--- config.mk ---
export PLATFORM = sky130hd
export DESIGN_NAME = uart_rx_word_packer
export DESIGN_NICKNAME = d
export VERILOG_FILES = /design/src/rtl/uart_rx_pack_pkg.sv /design/src/rtl/rx_word_fifo.sv /design/src/rtl/rx_pack_buf.sv /design/src/rtl/rx_stale_timer.sv /design/src/rtl/uart_rx_word_packer.sv
export SDC_FILE = /design/constraint.sdc
export NUM_CORES = 1
export LEC_CHECK = 0
export ABC_AREA = 1
export BUFFER_PORTS_ARGS = -buffer_cell sky130_fd_sc_hd__clkbuf_2
export CAP_MARGIN = 15
export CORE_UTILIZATION = 45
export CTS_BUF_LIST = sky130_fd_sc_hd__clkbuf_4 sky130_fd_sc_hd__clkbuf_8 sky130_fd_sc_hd__clkbuf_16
export DETAILED_ROUTE_END_ITERATION = 7
export SLEW_MARGIN = 15
export SYNTH_ARGS = -nofsm -noshare
export SYNTH_HDL_FRONTEND = slang
export SYNTH_HIERARCHICAL = 1
export SYNTH_SLANG_ARGS = --single-unit
--- constraint.sdc ---
create_clock -name clk_i -period 8.9 [get_ports clk_i]
set_input_delay 0.445 -clock clk_i [delete_from_list [all_inputs] [get_ports clk_i]]
set_output_delay 0.445 -clock clk_i [all_outputs]
set_load 0.02 [all_outputs]
--- src/rtl/uart_rx_pack_pkg.sv ---
`timescale 1ns/1ps
package uart_rx_pack_pkg;
  localparam int unsigned REG_AW = 3;

  typedef enum logic [REG_AW-1:0] {
    REG_DATA = 3'd0,
    REG_STAT = 3'd1,
    REG_FILL = 3'd2,
    REG_CMD  = 3'd3,
    REG_XLEN = 3'd4
  } reg_sel_e;

  localparam logic [31:0] CMD_RX_RESET    = 32'h0000_0010;
  localparam logic [31:0] CMD_ERR_CLR     = 32'h0000_0030;
  localparam logic [31:0] CMD_STALE_CLR   = 32'h0000_0080;
  localparam logic [31:0] CMD_FORCE_STALE = 32'h0000_0400;

  localparam int unsigned ST_READY = 0;
  localparam int unsigned ST_OVR   = 4;
  localparam int unsigned ST_STALE = 5;
  localparam int unsigned FILL_LSB = 7;
endpackage

--- src/rtl/rx_word_fifo.sv ---
`timescale 1ns/1ps
module rx_word_fifo #(
  parameter int unsigned DEPTH = 8,
  parameter int unsigned WIDTH = 32,
  localparam int unsigned PW = (DEPTH > 1) ? $clog2(DEPTH) : 1,
  localparam int unsigned LW = $clog2(DEPTH + 1)
) (
  input  logic             clk_i,
  input  logic             rst_ni,
  input  logic             clr_i,
  input  logic             push_i,
  input  logic [WIDTH-1:0] wdata_i,
  input  logic             pop_i,
  output logic [WIDTH-1:0] rdata_o,
  output logic             empty_o,
  output logic             full_o,
  output logic [LW-1:0]    level_o
);
  logic [WIDTH-1:0] mem_q [DEPTH];
  logic [PW-1:0]    wr_ptr_q, rd_ptr_q;
  logic [LW-1:0]    level_q;
  logic             do_push, do_pop;

  function automatic logic [PW-1:0] ptr_inc(input logic [PW-1:0] p);
    return (p == PW'(DEPTH - 1)) ? '0 : p + 1'b1;
  endfunction

  assign empty_o = (level_q == '0);
  assign full_o  = (level_q == LW'(DEPTH));
  assign do_push = push_i && !full_o;
  assign do_pop  = pop_i && !empty_o;

  always_ff @(posedge clk_i) begin
    if (do_push && !clr_i) mem_q[wr_ptr_q] <= wdata_i;
  end

  always_ff @(posedge clk_i or negedge rst_ni) begin
    if (!rst_ni) begin
      wr_ptr_q <= '0;
      rd_ptr_q <= '0;
      level_q  <= '0;
    end else if (clr_i) begin
      wr_ptr_q <= '0;
      rd_ptr_q <= '0;
      level_q  <= '0;
    end else begin
      if (do_push) wr_ptr_q <= ptr_inc(wr_ptr_q);
      if (do_pop)  rd_ptr_q <= ptr_inc(rd_ptr_q);
      case ({do_push, do_pop})
        2'b10:   level_q <= level_q + 1'b1;
        2'b01:   level_q <= level_q - 1'b1;
        default: level_q <= level_q;
      endcase
    end
  end

  assign rdata_o = mem_q[rd_ptr_q];
  assign level_o = level_q;
endmodule

--- src/rtl/rx_pack_buf.sv ---
`timescale 1ns/1ps
module rx_pack_buf (
  input  logic        clk_i,
  input  logic        rst_ni,
  input  logic        clr_i,
  input  logic        byte_vld_i,
  input  logic [7:0]  byte_i,
  input  logic        stale_evt_i,
  input  logic        fifo_full_i,
  output logic        push_o,
  output logic [31:0] word_o,
  output logic [2:0]  cnt_o,
  output logic        byte_acc_o,
  output logic        drop_o
);
  logic [31:0] buf_q;
  logic [2:0]  cnt_q;
  logic        pend_q;
  logic        flush, held_full;

  // release a complete word, or a partial one once a stale event is pending
  assign flush     = !fifo_full_i && ((cnt_q == 3'd4) || (pend_q && cnt_q != 3'd0));
  assign held_full = (cnt_q == 3'd4) && !flush;
  assign byte_acc_o = byte_vld_i && !clr_i && !held_full;
  assign drop_o     = byte_vld_i && !clr_i && held_full;

  always_ff @(posedge clk_i or negedge rst_ni) begin
    if (!rst_ni) begin
      buf_q  <= '0;
      cnt_q  <= '0;
      pend_q <= 1'b0;
    end else if (clr_i) begin
      buf_q  <= '0;
      cnt_q  <= '0;
      pend_q <= 1'b0;
    end else begin
      if (flush) begin
        buf_q <= byte_acc_o ? {24'd0, byte_i} : 32'd0;
        cnt_q <= byte_acc_o ? 3'd1 : 3'd0;
      end else if (byte_acc_o) begin
        buf_q[{cnt_q[1:0], 3'b000} +: 8] <= byte_i;
        cnt_q <= cnt_q + 3'd1;
      end
      if (stale_evt_i)                                  pend_q <= 1'b1;
      else if (flush)                                   pend_q <= 1'b0;
      else if (cnt_q == 3'd0 && !byte_acc_o)            pend_q <= 1'b0;
    end
  end

  assign push_o = flush;
  assign word_o = buf_q;
  assign cnt_o  = cnt_q;
endmodule

--- src/rtl/rx_stale_timer.sv ---
`timescale 1ns/1ps
module rx_stale_timer #(
  parameter int unsigned STALE_TO = 16,
  parameter int unsigned XLEN_W   = 16,
  localparam int unsigned IW = $clog2(STALE_TO + 1)
) (
  input  logic              clk_i,
  input  logic              rst_ni,
  input  logic              clr_i,
  input  logic              byte_acc_i,
  input  logic              nonempty_i,
  input  logic [XLEN_W-1:0] xlen_i,
  input  logic              xlen_wr_i,
  output logic              stale_evt_o
);
  logic [IW-1:0]     idle_q;
  logic [XLEN_W-1:0] xcnt_q;
  logic              tmo, len_hit;

  assign tmo     = nonempty_i && !byte_acc_i && (idle_q == IW'(STALE_TO - 1));
  assign len_hit = byte_acc_i && (xlen_i != '0) && ((xcnt_q + 1'b1) == xlen_i);
  assign stale_evt_o = tmo || len_hit;

  always_ff @(posedge clk_i or negedge rst_ni) begin
    if (!rst_ni) begin
      idle_q <= '0;
      xcnt_q <= '0;
    end else begin
      if (clr_i || byte_acc_i || !nonempty_i || tmo) idle_q <= '0;
      else                                          idle_q <= idle_q + 1'b1;

      if (clr_i || xlen_wr_i || len_hit) xcnt_q <= '0;
      else if (byte_acc_i)              xcnt_q <= xcnt_q + 1'b1;
    end
  end
endmodule

--- src/rtl/uart_rx_word_packer.sv ---
`timescale 1ns/1ps
module uart_rx_word_packer
  import uart_rx_pack_pkg::*;
#(
  parameter int unsigned FIFO_DEPTH = 8,
  parameter int unsigned STALE_TO   = 16,
  parameter int unsigned XLEN_W     = 16,
  localparam int unsigned LW = $clog2(FIFO_DEPTH + 1)
) (
  input  logic        clk_i,
  input  logic        rst_ni,
  input  logic        rx_valid_i,
  input  logic [7:0]  rx_data_i,
  input  logic        reg_we_i,
  input  logic        reg_re_i,
  input  logic [2:0]  reg_addr_i,
  input  logic [31:0] reg_wdata_i,
  output logic [31:0] reg_rdata_o
);
  logic              cmd_wr, rx_clr, err_clr, stale_clr, force_stale, xlen_wr;
  logic              fifo_push, fifo_pop, fifo_full, fifo_empty;
  logic [31:0]       fifo_rdata, pack_word;
  logic [LW-1:0]     fifo_level;
  logic [2:0]        pack_cnt;
  logic              byte_acc, byte_drop, tmr_evt, stale_evt;
  logic              overrun_q, stale_q;
  logic [XLEN_W-1:0] xlen_q;

  assign cmd_wr      = reg_we_i && (reg_addr_i == REG_CMD);
  assign rx_clr      = cmd_wr && (reg_wdata_i == CMD_RX_RESET);
  assign err_clr     = cmd_wr && (reg_wdata_i == CMD_ERR_CLR);
  assign stale_clr   = cmd_wr && (reg_wdata_i == CMD_STALE_CLR);
  assign force_stale = cmd_wr && (reg_wdata_i == CMD_FORCE_STALE);
  assign xlen_wr     = reg_we_i && (reg_addr_i == REG_XLEN);
  assign stale_evt   = force_stale || tmr_evt;
  assign fifo_pop    = reg_re_i && (reg_addr_i == REG_DATA) && !fifo_empty;

  rx_pack_buf u_pack (
    .clk_i       (clk_i),
    .rst_ni      (rst_ni),
    .clr_i       (rx_clr),
    .byte_vld_i  (rx_valid_i),
    .byte_i      (rx_data_i),
    .stale_evt_i (stale_evt),
    .fifo_full_i (fifo_full),
    .push_o      (fifo_push),
    .word_o      (pack_word),
    .cnt_o       (pack_cnt),
    .byte_acc_o  (byte_acc),
    .drop_o      (byte_drop)
  );

  rx_stale_timer #(.STALE_TO(STALE_TO), .XLEN_W(XLEN_W)) u_tmr (
    .clk_i       (clk_i),
    .rst_ni      (rst_ni),
    .clr_i       (rx_clr),
    .byte_acc_i  (byte_acc),
    .nonempty_i  (pack_cnt != 3'd0),
    .xlen_i      (xlen_q),
    .xlen_wr_i   (xlen_wr),
    .stale_evt_o (tmr_evt)
  );

  rx_word_fifo #(.DEPTH(FIFO_DEPTH), .WIDTH(32)) u_fifo (
    .clk_i   (clk_i),
    .rst_ni  (rst_ni),
    .clr_i   (rx_clr),
    .push_i  (fifo_push),
    .wdata_i (pack_word),
    .pop_i   (fifo_pop),
    .rdata_o (fifo_rdata),
    .empty_o (fifo_empty),
    .full_o  (fifo_full),
    .level_o (fifo_level)
  );

  always_ff @(posedge clk_i or negedge rst_ni) begin
    if (!rst_ni) begin
      overrun_q <= 1'b0;
      stale_q   <= 1'b0;
      xlen_q    <= '0;
    end else begin
      if (byte_drop)    overrun_q <= 1'b1;
      else if (err_clr) overrun_q <= 1'b0;
      if (stale_evt)      stale_q <= 1'b1;
      else if (stale_clr) stale_q <= 1'b0;
      if (xlen_wr) xlen_q <= reg_wdata_i[XLEN_W-1:0];
    end
  end

  always_comb begin
    reg_rdata_o = '0;
    case (reg_addr_i)
      REG_DATA: reg_rdata_o = fifo_empty ? 32'd0 : fifo_rdata;
      REG_STAT: begin
        reg_rdata_o[ST_READY] = !fifo_empty;
        reg_rdata_o[ST_OVR]   = overrun_q;
        reg_rdata_o[ST_STALE] = stale_q;
      end
      REG_FILL: reg_rdata_o[FILL_LSB +: 3] = pack_cnt;
      REG_XLEN: reg_rdata_o[XLEN_W-1:0] = xlen_q;
      default:  reg_rdata_o = '0;
    endcase
  end
endmodule

==> impl_metrics.ini, run 1 <==
[route]
vias_per_cell = 5.33
wl_per_cell_um = 17.7
drc = 0
drt_wl_total_um = 37800
drt-initial-drc-count = 737
dr.pass1.iters = 5
vias = 11400
ant_nets = 0

[worst_hold_path]
hp-class = input pin to flop

[sta]
worst_pin_slew_ps = 1160
fin_crit_sh_pct = 45.9
setup_slack_ps = 4810
hold_violations = 0
final.min_clock_period_ps = 4090
slew_viol_final = 0
whs_ps = 151
clock_skew_ps = 15.5
grt_setup_unrepaired = no
max_clock_freq_mhz = 245
setup_tns_ps = 0
slew_headroom_pct = 22.7
finalSetupViolCount = 0

[global_route]
grt_pass1_vias = 10800
busiest_layer = met2
use_met3_pct = 2.64
track_usage_pct = 21.3
antenna_found_initial = 0
grt_use_met1_pct = 29.1
grt_pass1_wl_um = 59700
grt_max_degree = 117
gr-total-overflow = 0
grtUsageMet2_pct = 35.9

[die]
pin_count = 80
die_w_um = 190
fp.dieArea_um2 = 36100
die_h_um = 190
coreArea_um2 = 34600
num_rows = 68
initial_utilization_pct = 46.0

[power]
power_frac_clock_pct = 26.9
peakVddDrop_uv = 409
seqPwrFrac_pct = 39.1
swShare_pct = 38.4
powerDensity_nw_per_um2 = 319
p_sw_w = 0.00220
p_leak_nw = 7.24
internal_power_w = 0.00352
combPwrFrac_pct = 34.0

[logic_synthesis]
syn_inst = 1601
synth_enable_flop_cells = 256
syn_nets = 1665
synthArstFlopShare_pct = 24.9
synth_area_leaders = edfxtp_1, dfrtp_1, nor2_1
synth_seq_cells = 341
syn_area_per_cell_um2 = 9.94
syn_area_um2 = 15900
ys_warn_count = 6
ys.flop_type = edfxtp_1
ys_seq_area_share_pct = 61.7
netlist.area_leader.share_pct = 48.3
yosysTopAreaCell = edfxtp_1
yosysUniqueCellTypes = 47

[placed_design]
dpl_cell_area_um2 = 16600
port_buffers = 79
dp_hpwl_um = 23600
gp_congestion = 0.905
dp_slack_ps = 4840

[cells_and_area]
drive_gt1_share_pct = 14.0
finalInstanceArea_um2 = 17900
multiInputGateArea_um2 = 5360
area_delta_synth_final_pct = 12.5
nNetsFinal = 1723
n_antenna_cell = 0
num-fill-cells = 3090
regArea_um2 = 9820

[clock_tree]
root_buffer = clkbuf_16
clkTransAtPathRegs_ps = 60
post_cts_resized = 0
clk_latency_ps = 530
cts_buffers = 38
cts_tree = done
ctsLongestPathBuffers = 3
cts_num_sinks = 341
cts_htree_levels = 2

[worst_setup_path]
crit_required_ps = 9030
worst_setup_path_end_kind = flop
arrival_ps = 4220
crit_fanout = 32
crit_type = flop to flop
cp-start-kind = flop

[run_status]
status = finished, final reports clean

[run]
maxCapViolations = 0
-- cell usage after synthesis, types with 2 or more instances --
cell,instances
buf_4,13
nor3_1,7
ha_1,15
nand4_1,9
buf_6,10
o21ai_0,142
nand2_4,8
o21ai_1,12
a22o_1,10
nand3_1,118
inv_1,84
xor2_1,4
nand2_2,14
nor2_1,351
dfrtp_1,85
buf_2,21
clkbuf_1,24
nand2_1,265
a31oi_1,32
a21oi_4,2
a21oi_1,3
edfxtp_1,256
nand3b_1,11
inv_2,9
inv_4,2
nor2_4,8
nor3b_1,2
nand3_2,5
o22ai_1,34
o21ai_2,11
clkbuf_2,3
nor2_2,16
-- per-layer routing --
layer	part of all wire, %	vias up
met5	0	-
met4	1.8	0
met3	4.6	48
met2	49	262
met1	44	5509
li1	-	5587
-- per-stage QoR --
stage               utilization (%)  std cells  total power [W]
floorplan                         -       1601          0.00369
global placement               47.9       2070          0.00416
detailed placement             47.9       2070          0.00420
CTS                            51.5       2136          0.00575
global route                   51.7       2139          0.00608
finish                         51.7       2139          0.00571
-- final timing paths --
| kind | startpoint | endpoint | slack [ps] | cells past startpoint |
|---|---|---|---|---|
| max | u_pack/cnt_o[0]$_DFFE_PN0P_ | u_fifo/mem_q[0][13]$_DFFE_PP_ | 4810 | 9 |
| min | reg_wdata_i[14] | xlen_q[14]$_DFFE_PN0P_ | 150 | 3 |
| max reg2reg | u_pack/cnt_o[0]$_DFFE_PN0P_ | u_fifo/mem_q[0][13]$_DFFE_PP_ | 4810 | 9 |
| min reg2reg | u_tmr/idle_q[0]$_DFF_PN0_ | u_tmr/idle_q[0]$_DFF_PN0_ | 470 | 1 |
| max in group asynchronous | rst_ni | u_fifo/rd_ptr_q[0]$_DFFE_PN0P_ | 7310 | 3 |
| min in group asynchronous | rst_ni | u_tmr/xcnt_q[4]$_DFFE_PN0P_ | 390 | 2 |
-- registers in the layout (all words and copies together), names as in the netlist, 3 cells and up --
register and count:
u_pack/cnt_o 3, u_fifo/wr_ptr_q 3, u_tmr/xcnt_q 16, u_fifo/level_o 4, u_pack/word_o 32, u_tmr/idle_q 5
u_fifo/mem_q 256, u_fifo/rd_ptr_q 3, xlen_q 16
-- power groups by stage --
stage	clock (W)	sequential [W]	combinational, W
after floorplan	0	0.00216	0.00152
after global placement	0	0.00226	0.00190
after detailed placement	0	0.00227	0.00193
after CTS	0.00157	0.00224	0.00194
after global routing	0.00163	0.00227	0.00219
final	0.00154	0.00224	0.00194
-- kinds of logic (layout without fill, tap and decap cells) --
logic type	Yosys count	in the layout	synth area share (%)
buf+inv	168	251	5.06
fa+ha+maj	16	16	1.31
compound gates	251	251	9.16
simple gates	819	819	22.4
flops	341	341	61.7
xor+xnor	6	6	0.425
-- final cells by class --
class / count / area share [%]
Clock buffer: 44 / 5.56
Multi-Input combinational cell: 1092 / 30.0
Sequential cell: 341 / 54.9
Clock inverter: 21 / 1.36
Tap cell: 455 / 3.18
Timing Repair Buffer: 91 / 3.03
Inverter: 95 / 2.03
-- cell usage in the layout, fill, tap and decap left out, types with 2 or more instances in the layout --
master     Yosys  final
a21oi_4        2      2
buf_4         13      9
o22ai_1       34     34
a22o_1        10     10
nand2_2       14     14
clkbuf_4       0      6
inv_1         84     83
o21ai_0      142    142
buf_16         0      2
nor2_4         8     16
clkbuf_2       3     78
nand3_1      118    118
clkinv_1       0     10
a21oi_1        3      2
o21ai_1       12     12
clkbuf_16      0     38
xor2_1         4      4
o21ai_2       11     11
bufinv_16      0      4
nor2_2        16     16
nand2_4        8      8
clkinv_8       0      2
nor3b_1        2      2
nor2_1       351    343
nor3_1         7      7
inv_4          2      2
nand4_1        9      9
inv_2          9      9
nand2_1      265    265
a31oi_1       32     32
nand3_2        5      5
dfrtp_1       85     83
edfxtp_1     256    256
ha_1          15     15
clkinv_2       0      4
nand3b_1      11     11
-- critical path: stages, from the launching register on --
cell and delay (ps):
dfrtp_1 770, inv_1 280, ha_1 320, nand2_2 100, nand3_4 260, inv_1 250, nand2_4 100, nor2_1 290
nand2_1 340, nor2_4 960
-- what timing repair did --
item,in CTS,in global routing
hold buffers,1,0
hold endpoints to repair,24,0
buffers inserted,0,0
Note: power is estimated with default switching activity, not from simulation.
==> run 2, diff against run 1 <==
Clock period 8.9 ns to 3.87 ns, I/O delays scaled along.
==> impl_metrics.ini, run 2 (synthesized netlist as in run 1, its figures left out) <==
[worst_setup_path]
crit_required_ps = 4020
r2r_cells = 11
worst-path-stages = 11
crit_fanout = 32
worstPathCellList = inv_1 -> ha_1 -> inv_2 -> nand2_2 -> nand3_4 -> inv_1 -> nand2_4 -> nor2_1 -> nand2_1 -> nor2_4 -> buf_4
crit_start = u_pack/cnt_o[1]$_DFFE_PN0P_
crit_buf_inv = 4
cp_top_family = simple AND/OR/NAND/NOR gates
r2r_slack_ps = 520
arrival_ps = 3500
cp-start-kind = flop
slowest_delay_ps = 540
worst_setup_path_end_kind = flop
cp-endpoint = u_fifo/mem_q[0][17]$_DFFE_PP_
reg2reg_from = u_pack/cnt_o[1]$_DFFE_PN0P_
crit_top_cell = inv_1
r2r_end = u_fifo/mem_q[0][17]$_DFFE_PP_
crit_slowest_cell = buf_4
crit_type = flop to flop

[die]
coreArea_um2 = 34600
pin_count = 80
die_w_um = 190
initial_utilization_pct = 46.0
die_h_um = 190
fp.dieArea_um2 = 36100
num_rows = 68

[clock_tree]
hold_buffers = 16
cts_htree_levels = 2
cts_tree = done
post_cts_resized = 0
cts_buffers = 37
clkTransAtPathRegs_ps = 70
ctsLongestPathBuffers = 3
clk_latency_ps = 530
root_buffer = clkbuf_16
cts_setup_buffers = 0
cts_num_sinks = 341

[global_route]
gr-total-overflow = 0
grt_max_degree = 71
grt_pass1_wl_um = 62300
track_usage_pct = 22.5
antenna_found_initial = 1
grt_pass1_vias = 11100

[route]
vias = 11600
drt-initial-drc-count = 773
dr.pass1.iters = 5
vias_per_cell = 5.35
drt_wl_total_um = 39800
wl_per_cell_um = 18.4
ant_nets = 0
drc = 0

[power]
total_power_w = 0.0134
powerDensity_nw_per_um2 = 737
peakVddDrop_uv = 606
p_leak_nw = 7.38

[cells_and_area]
largest_reg_flops = 256
regMostFlops = u_fifo/mem_q
fin_cells = 2168
layout_commonest_cell = nor2_1
area_delta_synth_final_pct = 14.0
nNetsFinal = 1748
drive_gt1_share_pct = 14.9
n_antenna_cell = 0
layout_common_cells = nor2_1, nand2_1, edfxtp_1

[sta]
finalSetupViolCount = 0
setup_tns_ps = 0
grt_setup_unrepaired = no
max_clock_freq_mhz = 298
worst_pin_slew_ps = 886
hold_violations = 0
clock_skew_ps = 22.4
final.min_clock_period_ps = 3350
slew_headroom_pct = 40.9
fin_crit_sh_pct = 86.6
slew_viol_final = 0

[run]
maxCapViolations = 0

[placed_design]
dpl.cell_count = 2084
port_buffers = 79
gp_congestion = 0.899
dp_hpwl_um = 24000

[worst_hold_path]
hp-class = input pin to flop

[run_status]
status = finished, final reports clean
==> run 2: cell count changes in the layout (fill, tap and decap cells not counted), moves of 3 or more <==
cell / delta
dlygate4sd3_1: +15
clkinv_2: +4
clkinv_1: -6
clkbuf_8: +3
buf_12: +3
buf_4: +10
==> run 2: final cells by class <==
class / count / area [um2]
Clock buffer: 48 / 1030
Tap cell: 455 / 569
Sequential cell: 341 / 9820
Clock inverter: 20 / 228
Timing Repair Buffer: 117 / 773
Inverter: 95 / 363
Fill cell: 3092 / 16500
Multi-Input combinational cell: 1092 / 5360
==> run 2: worst min path at each step <==
stage	from	to	slack [ps]	cells past startpoint
final	rx_data_i[4]	u_pack/word_o[4]$_DFFE_PN0P_	20	5
after global routing	rx_data_i[4]	u_pack/word_o[4]$_DFFE_PN0P_	30	5
after CTS	rx_data_i[5]	u_pack/word_o[5]$_DFFE_PN0P_	6	5
after detailed placement	rst_ni	u_tmr/xcnt_q[14]$_DFFE_PN0P_	370	1
after global placement	rst_ni	u_tmr/xcnt_q[14]$_DFFE_PN0P_	360	1
after floorplan	rst_ni	overrun_q$_DFFE_PN0P_	-100	0
==> run 2: where the power goes <==
part           switching [W]  internal [W]
sequential          0.000449       0.00463
clock                0.00144       0.00216
combinational        0.00328       0.00142
==> run 2: layer usage <==
layer	global-route usage [%]	wire [um]	part of all wire [%]
met3	2.99	1710	4.3
met1	31.4	18200	46
met4	6.95	989	2.5
met5	0	13	0.033
met2	36.4	18900	47
==> run 2: tightest hold or removal path: stages <==
cell and delay [ps]:
clkbuf_2 100, nand2_1 60, nor2_1 50, nand2_1 60
nand2_1 40
==> run 2: metrics by stage <==
stage	setup slack [ps]	util, %	hold WS (ps)	cell area [um2]
6_report	519	52.4	23.9	18100
5_1_grt	322	52.4	25.1	18100
4_1_cts	539	52.4	5.85	18100
3_5_place_dp	571	48.3	373	16700
3_3_place_gp	719	48.3	361	16700
2_1_floorplan	170	-	-102	15900
